==> src/rtl/ser_rom_pkg.sv <==
package ser_rom_pkg;
  localparam int unsigned PFX_W = 3;
  localparam logic [PFX_W-1:0] RD_PFX = 3'b110;

  typedef enum logic [2:0] {
    ST_IDLE,
    ST_CMD_LO,
    ST_CMD_HI,
    ST_DAT_LO,
    ST_DAT_HI,
    ST_TAIL_LO,
    ST_END_HI,
    ST_END_LO
  } st_e;
endpackage

==> src/rtl/ser_rom_tick.sv <==
module ser_rom_tick #(
  parameter int unsigned DLY_CYC = 4000
) (
  input  logic clk_i,
  input  logic rst_ni,
  input  logic en_i,
  output logic tick_o
);
  localparam int unsigned CW = $clog2(DLY_CYC + 1);

  logic [CW-1:0] cnt_q;

  assign tick_o = en_i && (cnt_q == CW'(DLY_CYC - 1));

  always_ff @(posedge clk_i or negedge rst_ni) begin
    if (!rst_ni)                cnt_q <= '0;
    else if (!en_i || tick_o)   cnt_q <= '0;
    else                        cnt_q <= cnt_q + 1'b1;
  end
endmodule

==> src/rtl/ser_rom_shift.sv <==
module ser_rom_shift
  import ser_rom_pkg::*;
#(
  parameter int unsigned ADDR_W = 6,
  parameter int unsigned DATA_W = 16
) (
  input  logic              clk_i,
  input  logic              rst_ni,
  input  logic              load_i,
  input  logic [ADDR_W-1:0] addr_i,
  input  logic              shift_i,
  input  logic              sample_i,
  input  logic              do_i,
  input  logic              commit_i,
  output logic              cmd_msb_o,
  output logic [DATA_W-1:0] data_o
);
  localparam int unsigned CMD_W = PFX_W + ADDR_W;

  logic [CMD_W-1:0]  cmd_q;
  logic [DATA_W-1:0] sh_q;
  logic [DATA_W-1:0] data_q;

  assign cmd_msb_o = cmd_q[CMD_W-1];
  assign data_o    = data_q;

  always_ff @(posedge clk_i or negedge rst_ni) begin
    if (!rst_ni)       cmd_q <= '0;
    else if (load_i)   cmd_q <= {RD_PFX, addr_i};
    else if (shift_i)  cmd_q <= {cmd_q[CMD_W-2:0], 1'b0};
  end

  always_ff @(posedge clk_i or negedge rst_ni) begin
    if (!rst_ni)        sh_q <= '0;
    else if (sample_i)  sh_q <= {sh_q[DATA_W-2:0], do_i};
  end

  // host-visible word only moves on completion
  always_ff @(posedge clk_i or negedge rst_ni) begin
    if (!rst_ni)        data_q <= '0;
    else if (commit_i)  data_q <= sh_q;
  end
endmodule

==> src/rtl/ser_rom_ctrl.sv <==
module ser_rom_ctrl
  import ser_rom_pkg::*;
#(
  parameter int unsigned ADDR_W = 6,
  parameter int unsigned DATA_W = 16
) (
  input  logic clk_i,
  input  logic rst_ni,
  input  logic start_i,
  input  logic tick_i,
  output logic busy_o,
  output logic load_o,
  output logic shift_o,
  output logic sample_o,
  output logic commit_o,
  output logic cmd_act_o,
  output logic sk_o,
  output logic cs_o,
  output logic done_o
);
  localparam int unsigned CMD_W = PFX_W + ADDR_W;
  localparam int unsigned BC_N  = (CMD_W > DATA_W) ? CMD_W : DATA_W;
  localparam int unsigned BC_W  = $clog2(BC_N);

  st_e            st_q;
  logic [BC_W-1:0] bc_q;
  logic           sk_q, cs_q, act_q, done_q;
  logic           last_bit;

  assign last_bit  = (bc_q == '0);
  assign busy_o    = (st_q != ST_IDLE);
  assign load_o    = (st_q == ST_IDLE) && start_i;
  assign shift_o   = (st_q == ST_CMD_HI) && tick_i && !last_bit;
  assign sample_o  = (st_q == ST_DAT_HI) && tick_i;
  assign commit_o  = (st_q == ST_END_LO) && tick_i;
  assign cmd_act_o = act_q;
  assign sk_o      = sk_q;
  assign cs_o      = cs_q;
  assign done_o    = done_q;

  always_ff @(posedge clk_i or negedge rst_ni) begin
    if (!rst_ni) begin
      st_q   <= ST_IDLE;
      bc_q   <= '0;
      sk_q   <= 1'b0;
      cs_q   <= 1'b0;
      act_q  <= 1'b0;
      done_q <= 1'b0;
    end else begin
      done_q <= commit_o;
      unique case (st_q)
        ST_IDLE: if (start_i) begin
          st_q  <= ST_CMD_LO;
          cs_q  <= 1'b1;
          act_q <= 1'b1;
          bc_q  <= BC_W'(CMD_W - 1);
        end
        ST_CMD_LO: if (tick_i) begin
          st_q <= ST_CMD_HI;
          sk_q <= 1'b1;
        end
        ST_CMD_HI: if (tick_i) begin
          sk_q <= 1'b0;
          if (last_bit) begin
            st_q  <= ST_DAT_LO;
            act_q <= 1'b0;
            bc_q  <= BC_W'(DATA_W - 1);
          end else begin
            st_q <= ST_CMD_LO;
            bc_q <= bc_q - 1'b1;
          end
        end
        ST_DAT_LO: if (tick_i) begin
          st_q <= ST_DAT_HI;
          sk_q <= 1'b1;
        end
        ST_DAT_HI: if (tick_i) begin
          sk_q <= 1'b0;
          if (last_bit) st_q <= ST_TAIL_LO;
          else begin
            st_q <= ST_DAT_LO;
            bc_q <= bc_q - 1'b1;
          end
        end
        ST_TAIL_LO: if (tick_i) begin
          // deselect and trailing pulse begin together
          st_q <= ST_END_HI;
          cs_q <= 1'b0;
          sk_q <= 1'b1;
        end
        ST_END_HI: if (tick_i) begin
          st_q <= ST_END_LO;
          sk_q <= 1'b0;
        end
        ST_END_LO: if (tick_i) st_q <= ST_IDLE;
        default: st_q <= ST_IDLE;
      endcase
    end
  end
endmodule

==> src/rtl/ser_rom_reader.sv <==
module ser_rom_reader #(
  parameter int unsigned ADDR_W  = 6,
  parameter int unsigned DATA_W  = 16,
  parameter int unsigned DLY_CYC = 4000
) (
  input  logic              clk_i,
  input  logic              rst_ni,
  input  logic              start_i,
  input  logic [ADDR_W-1:0] addr_i,
  output logic              busy_o,
  output logic              done_o,
  output logic [DATA_W-1:0] data_o,
  output logic              sk_o,
  output logic              cs_o,
  output logic              di_o,
  input  logic              do_i
);
  logic tick, load, shift, sample, commit, cmd_act, cmd_msb;

  ser_rom_tick #(.DLY_CYC(DLY_CYC)) u_tick (
    .clk_i  (clk_i),
    .rst_ni (rst_ni),
    .en_i   (busy_o),
    .tick_o (tick)
  );

  ser_rom_ctrl #(.ADDR_W(ADDR_W), .DATA_W(DATA_W)) u_ctrl (
    .clk_i     (clk_i),
    .rst_ni    (rst_ni),
    .start_i   (start_i),
    .tick_i    (tick),
    .busy_o    (busy_o),
    .load_o    (load),
    .shift_o   (shift),
    .sample_o  (sample),
    .commit_o  (commit),
    .cmd_act_o (cmd_act),
    .sk_o      (sk_o),
    .cs_o      (cs_o),
    .done_o    (done_o)
  );

  ser_rom_shift #(.ADDR_W(ADDR_W), .DATA_W(DATA_W)) u_shift (
    .clk_i     (clk_i),
    .rst_ni    (rst_ni),
    .load_i    (load),
    .addr_i    (addr_i),
    .shift_i   (shift),
    .sample_i  (sample),
    .do_i      (do_i),
    .commit_i  (commit),
    .cmd_msb_o (cmd_msb),
    .data_o    (data_o)
  );

  assign di_o = cmd_act & cmd_msb;
endmodule

==> config.mk <==
export PLATFORM = sky130hd
export DESIGN_NAME = ser_rom_reader
export DESIGN_NICKNAME = d
export VERILOG_FILES = /design/src/rtl/ser_rom_pkg.sv /design/src/rtl/ser_rom_tick.sv /design/src/rtl/ser_rom_shift.sv /design/src/rtl/ser_rom_ctrl.sv /design/src/rtl/ser_rom_reader.sv
export SDC_FILE = /design/constraint.sdc
export NUM_CORES = 1
export LEC_CHECK = 0
export ABC_AREA = 1
export ABC_CLOCK_PERIOD_IN_PS = 2750
export CORE_AREA = 4 4 96 98
export DETAILED_ROUTE_END_ITERATION = 6
export DIE_AREA = 0 0 100 102
export REMOVE_ABC_BUFFERS = 1
export SYNTH_ARGS = -nofsm -noshare
export SYNTH_HDL_FRONTEND = slang
export SYNTH_HIERARCHICAL = 1
export SYNTH_SLANG_ARGS = --single-unit
==> constraint.sdc <==
create_clock -name clk_i -period 2.75 [get_ports clk_i]
set_input_delay 0.275 -clock clk_i [delete_from_list [all_inputs] [get_ports clk_i]]
set_output_delay 0.275 -clock clk_i [all_outputs]
set_load 0.01 [all_outputs]
==> metrics, run 1 <==
status=completed; final worst slack=between 0.4 and 0.5 ns; Clock power frac=a little over half; f_max=~440 MHz; Hold Crit Class=in -> async; vias in the first global route=about 2200; Slowest cell on crit path=dfrtp_1; worst-case clock buffer depth=2; final setup vio count=0; initial core utilization=34.7%; worst-path fanout max=9; R2R setup slack=0.47 ns; CP bufs+invs=2; Switch Pwr=399 uW; Area Growth Syn to Fin=23.7%; input/output buffers=30; worst skew pair latency=roughly 0.34 ns; power density cells=approximately 600 mW/mm^2; largest net degree at the start of global routing=65; CTS buffer count=9; syn_area_per_cell=8.83 sq um; CTS sink cnt=between 60 and 70; combinational family with the most area after synthesis=simple AND/OR/NAND/NOR gates; grt ovf=0; compound-gate portion of the synthesized area=approximately 10%; VDD IR max=between 300 and 400 uV; Via Count=around 2200; delay-heaviest family, CP=simple AND/OR/NAND/NOR gates; core area=0.00847 sq mm; Seq pwr share=a little over two fifths; Post-Synth Adder-Cell Area=less than 1%; ant diodes=0; Max Cap Violations=0; routability cong.=a little over 0.8; cell row count=34; placed instance count=467; Tmin final=about 2.3 ns; crit-path max cell delay=between 0.3 and 0.4 ns; Req. time, crit path=approximately 3.0 ns; RSZ-0062 raised after global routing=false; Nets=around 380; GRT Resource Usage Total=a little under an eighth; via density per instance=~4.5; Pint=~1.7 mW; setup_tns=0 ns; fin util=between 40% and 50%; post-synthesis sequential area ratio=between 50 and 60%; io pins=31; share of layout cells above drive strength 1=13.9%; max_slew headroom=between 40% and 50%; Crit Path Category=reg -> reg; Worst EP arrival=roughly 2.5 ns; antenna-violating nets left=0; Chip Height=102 um; Comb power frac=between 1 and 1.5%; simple-gate portion of the synthesized area=24.6%; fin cells=between 400 and 500; Pins Over Slew Limit=0; register area=about 0.0016 sq mm; Die X-Extent=100 um; hpwl dp=3520 um; Switching Share=roughly a fifth; first-pass GRT wire length=approximately 10000 um; Setup WS pre-CTS=a little under 0.5 ns; Slew @ Worst Pin=~0.79 ns; Multi-input gate area=between 0.001 and 0.0015 sq mm; Worst setup SP type=flip-flop; H-tree depth=3; CTS tree=built; mapped cell area=~0.0029 sq mm; YS warnings=6; clock skew=around 0.0099 ns; drt drc=0; Reg2Reg Capture Point=u_shift/cmd_q[4]; CTS resizes=0; FILL cells=~830; drt wl/cell=about 11 um; CP Cell Sequence=ha_1, nand2_2, nor2_4, nand3_2, nor2_1, inv_1, nor3_1, buf_4, nor2_8, nand2_1, nand3_1; detailed-route wire length=~5300 um; Leak=1.68 nW; reg2reg start=u_tick/cnt_q[0]; CP Capture Type=flip-flop; FF-to-FF path depth=11; mux contribution to synthesized area=0%; initial antenna violation count=0; CTS root buf=clkbuf_8; Mapped Cells=approximately 330; Yosys cell types=29; XOR/XNOR Fraction of Synth Area=under 10%; final hold violations=0; post-cts hold buffer count=0; Initial DRC Count=73; drt pass-1 iters=4; Die ar.=a little over 0.01 sq mm; Yosys reg bits=between 60 and 70; final period utilization=82.7%; Post-CTS Repair Setup Buffers=0; clk slew on worst S/H paths=roughly 0.08 ns
-- synth_stat cells, drive strengths merged --
cell type  instances  area [sq um]
xnor2              3          26.3
nor2              44           206
inv               45           169
xor2               4          35.0
o21ai             25           129
buf                9          65.1
ha                 2          25.0
a22oi              1          7.51
nor3               3          15.0
nand2             78           333
nand3b             1          7.51
nand4              2          12.5
a21oi             25           151
a2bb2oi            1          8.76
dfrtp             64          1600
nand3             26           148
-- worst max path at each step --
stage	startpoint	end	slack [ns]	cells after the start
finish	u_tick/cnt_q[0]	u_shift/cmd_q[4]	0.47	11
global placement	u_tick/cnt_q[0]	u_shift/cmd_q[4]	0.58	11
global route	u_tick/cnt_q[0]	u_shift/data_o[0]	0.18	10
CTS	u_tick/cnt_q[0]	u_shift/data_o[1]	0.46	10
detailed placement	u_tick/cnt_q[0]	u_shift/data_o[8]	0.49	9
floorplan	u_tick/cnt_q[0]	u_shift/data_o[10]	-0.21	8
-- sequential cells by signal, indices dropped and copies added, names as in the netlist --
signal            flops
u_ctrl/sk_o           1
u_ctrl/cmd_act_o      1
u_tick/cnt_q         12
u_shift/data_o       16
u_ctrl/st_q           3
u_ctrl/bc_q           4
u_ctrl/cs_o           1
u_ctrl/done_o         1
u_shift/cmd_q         9
u_shift/sh_q         16
-- worst reg2reg max path: stages (launching register included) --
cell	delay [ns]
dfrtp_1	0.39
ha_1	0.23
nand2_2	0.09
nor2_4	0.17
nand3_2	0.14
nor2_1	0.28
inv_1	0.20
nor3_1	0.24
buf_4	0.22
nor2_8	0.06
nand2_1	0.08
nand3_1	0.06
-- cell type report --
type                            count  area share (%)
Sequential cell                    64            44.0
Clock inverter                      7            4.58
Multi-Input combinational cell    215            30.5
Inverter                           45            4.65
Clock buffer                        9            3.41
Timing Repair Buffer               35            9.15
Tap cell                          108            3.72
-- kinds of logic after synthesis --
| group | after synthesis |
|---|---|
| and+or+nand+nor | 154 |
| DFF | 64 |
| buffers and inverters | 54 |
| AOI/OAI and AO/OA | 52 |
| xor gates and xnor gates | 7 |
| adders and majority gates | 2 |
-- layer usage --
| metal | part of all wire, % | GRT usage [%] | routed length, um | vias to the layer above |
|---|---|---|---|---|
| met5 | 0 | 0 | 0 | - |
| met4 | 0.62 | 4.66 | 33 | 0 |
| met3 | 3.9 | 3.34 | 208 | 4 |
| met2 | 46 | 18.7 | 2430 | 35 |
| met1 | 50 | 15.5 | 2630 | 1012 |
| li1 | - | - | - | 1130 |
-- metrics by stage --
step	hold slack [ns]	area [sq um]	power, mW
final	0.109	3640	2.14
after global routing	0.188	3640	2.22
after CTS	0.140	3640	2.18
after detailed placement	0.463	3350	0.992
after global placement	0.462	3350	0.992
after floorplan	-0.0206	2880	0.960
-- placed cells by master, fill, tap and decap left out, types with 7 or more instances in the layout --
master and n:
inv_1 43, clkdlybuf4s50_1 29, a21oi_1 18, nor2_1 36, nand3_1 24, o21ai_0 19, nand2_2 7, a21oi_2 7
dfrtp_1 64, clkbuf_8 9, nand2_1 68
-- power by group through the flow --
| stage | registers, mW | clock network (mW) | logic [mW] |
|---|---|---|---|
| after global placement | 0.959 | 0 | 0.0331 |
| after floorplan | 0.959 | 0 | 0.000395 |
| after global routing | 0.940 | 1.24 | 0.0364 |
| after detailed placement | 0.959 | 0 | 0.0333 |
| after CTS | 0.940 | 1.20 | 0.0333 |
| final | 0.941 | 1.17 | 0.0308 |
Note: power is estimated with default switching activity, not from simulation.
==> run 2, diff against run 1 <==
--- a/config.mk
+++ b/config.mk
@@ -6,7 +6,7 @@
 export NUM_CORES = 1
 export LEC_CHECK = 0
 export ABC_AREA = 1
-export ABC_CLOCK_PERIOD_IN_PS = 2750
+export ABC_CLOCK_PERIOD_IN_PS = 2300
 export CORE_AREA = 4 4 96 98
 export DETAILED_ROUTE_END_ITERATION = 6
 export DIE_AREA = 0 0 100 102
==> constraint.sdc (replaced) <==
create_clock -name clk_i -period 2.3 [get_ports clk_i]
set_input_delay 0.23 -clock clk_i [delete_from_list [all_inputs] [get_ports clk_i]]
set_output_delay 0.23 -clock clk_i [all_outputs]
set_load 0.01 [all_outputs]
==> run 2 against run 1 <==
Compared with the run above: worst hold slack improved by 0.31 ns; clock skew fell by 0.0012 ns; sequential cell count did not move; die area did not move; clock power fell by 10%; sequential power rose by 19%; final cell count rose by 0.62%; utilization fell by 0.089 points; via count rose by 0.87%; total power rose by 3.6%; wire length rose by 2.4%; global-route usage rose by 0.11 points; critical path type is now reg -> out; highest routed layer unchanged.
==> metrics, run 2 (synthesis gave the netlist of run 1 again) <==
Pins Over Slew Limit=0; io pins=31; Hold Crit Class=in -> reg; Req. time, crit path=just over 2 ns; drt pass-1 iters=4; CTS tree=built; hold wc startpoint=addr_i[0]; Initial DRC Count=about 130; share of layout cells above drive strength 1=approximately 14%; Leak=1.66 nW; CP Cell Sequence=inv_1, nand2_2, nor2_2, inv_1, buf_4, clkdlybuf4s50_1; via density per instance=around 4.5; RSZ-0062 raised after global routing=false; crit-path max cell delay=between 0.4 and 0.5 ns; largest net degree at the start of global routing=37; worst-path fanout max=5; worst skew pair latency=0.34 ns; power density cells=approximately 610 mW/mm^2; Tot Pwr=approximately 2.2 mW; initial antenna violation count=0; Max Cap Violations=0; Worst setup SP type=flip-flop; input/output buffers=30; placed instance count=around 470; routability cong.=between 0.8 and 0.9; CP Capture Type=primary output; detailed-route wire length=between 5000 and 6000 um; final period utilization=approximately 94%; final hold violations=0; GRT Resource Usage Total=between 10% and 20%; H-tree depth=3; Die ar.=roughly 0.010 sq mm; Crit Path Category=reg -> out; max_slew headroom=between 50% and 60%; Area Growth Syn to Fin=23.4%; CTS sink cnt=64; Worst EP arrival=between 1.5 and 2 ns; Tmin final=2.16 ns; Post-CTS Repair Setup Buffers=0; initial core utilization=around a third; Slowest cell on crit path=clkdlybuf4s50_1; drt drc=0; Die X-Extent=100 um; Slew @ Worst Pin=between 0.6 and 0.7 ns; grt ovf=0; CP Launch Point=u_ctrl/st_q[2]; fin util=between 40% and 50%; drt wl/cell=between 10 and 15 um; Chip Height=~100 um; commonest cells after routing, fill and taps aside=68 x nand2_1, 64 x dfrtp_1, 43 x inv_1, 36 x nor2_1, 29 x clkdlybuf4s50_1; VDD IR max=430 uV; ant diodes=0; worst-case clock buffer depth=2; Via Count=2200; fin cells=486; CTS root buf=clkbuf_8; final setup vio count=0; clock skew=0.00868 ns; vias in the first global route=2116; core area=about 0.0085 sq mm; commonest non-fill, non-tap cell in the layout=nand2_1; Nets=approximately 390; cell row count=34; f_max=between 400 and 500 MHz; status=completed; CTS buffer count=9; antenna-violating nets left=0; hpwl dp=3700 um; clk slew on worst S/H paths=roughly 0.070 ns; first-pass GRT wire length=a little under 10000 um; reg2reg start=u_tick/cnt_q[0]; setup_tns=0 ns; CP dominant cell by count=inv_1
==> run 2: power breakdown <==
part	switching (mW)	leakage (nW)	internal (mW)
clock network	0.441	0.101	0.609
logic	0.0245	0.704	0.0170
registers	0	0.859	1.12
total	0.466	1.66	1.75
==> run 2: worst paths after layout <==
kind | slack (ns) | end | cells after the start
max | 0.14 | busy_o | 6
min | 0.42 | u_shift/cmd_q[0] | 3
max reg2reg | 0.23 | u_shift/cmd_q[1] | 11
min reg2reg | 0.47 | u_shift/cmd_q[0] | 2
max in group asynchronous | 1.22 | u_tick/cnt_q[10] | 3
min in group asynchronous | 0.46 | u_shift/data_o[1] | 2
==> run 2: routing by layer <==
metal	part of all wire [%]	up-vias	global-route usage (%)
li1	-	1129	-
met1	48	1016	15.7
met2	45	44	18.2
met3	5.4	11	3.34
met4	1.5	0	6.32
met5	0	-	0
==> run 2: final cells by class <==
type	instances	area, sq um
clock buffers	9	124
flip-flops and latches	64	1600
well taps	108	135
fillers	822	4840
repair buffers	38	395
clock inverters	7	96.3
inverters	45	169
multi-input cells	215	1110
==> run 2: timing repair <==
| item | in CTS | in global routing |
|---|---|---|
| hold buffers | 1 | 0 |
| hold endpoints to repair | 28 | 0 |
| gates resized for setup | 0 | 0 |
==> run 2: stage by stage <==
step	hold WS, ns	cell area (sq um)	setup WS, ns
2_1_floorplan	-0.0656	2880	-0.656
3_3_place_gp	0.309	3400	0.318
3_5_place_dp	0.309	3400	0.258
4_1_cts	0.403	3630	0.0983
5_1_grt	0.443	3630	0.00831
6_report	0.424	3630	0.143
==> run 2: critical path, delay by kind of cell (launching register included) <==
family                 cells  cell delay [ns]
AND/OR/NAND/NOR            2             0.29
flip-flops                 1             0.40
buffers and inverters      4             0.90
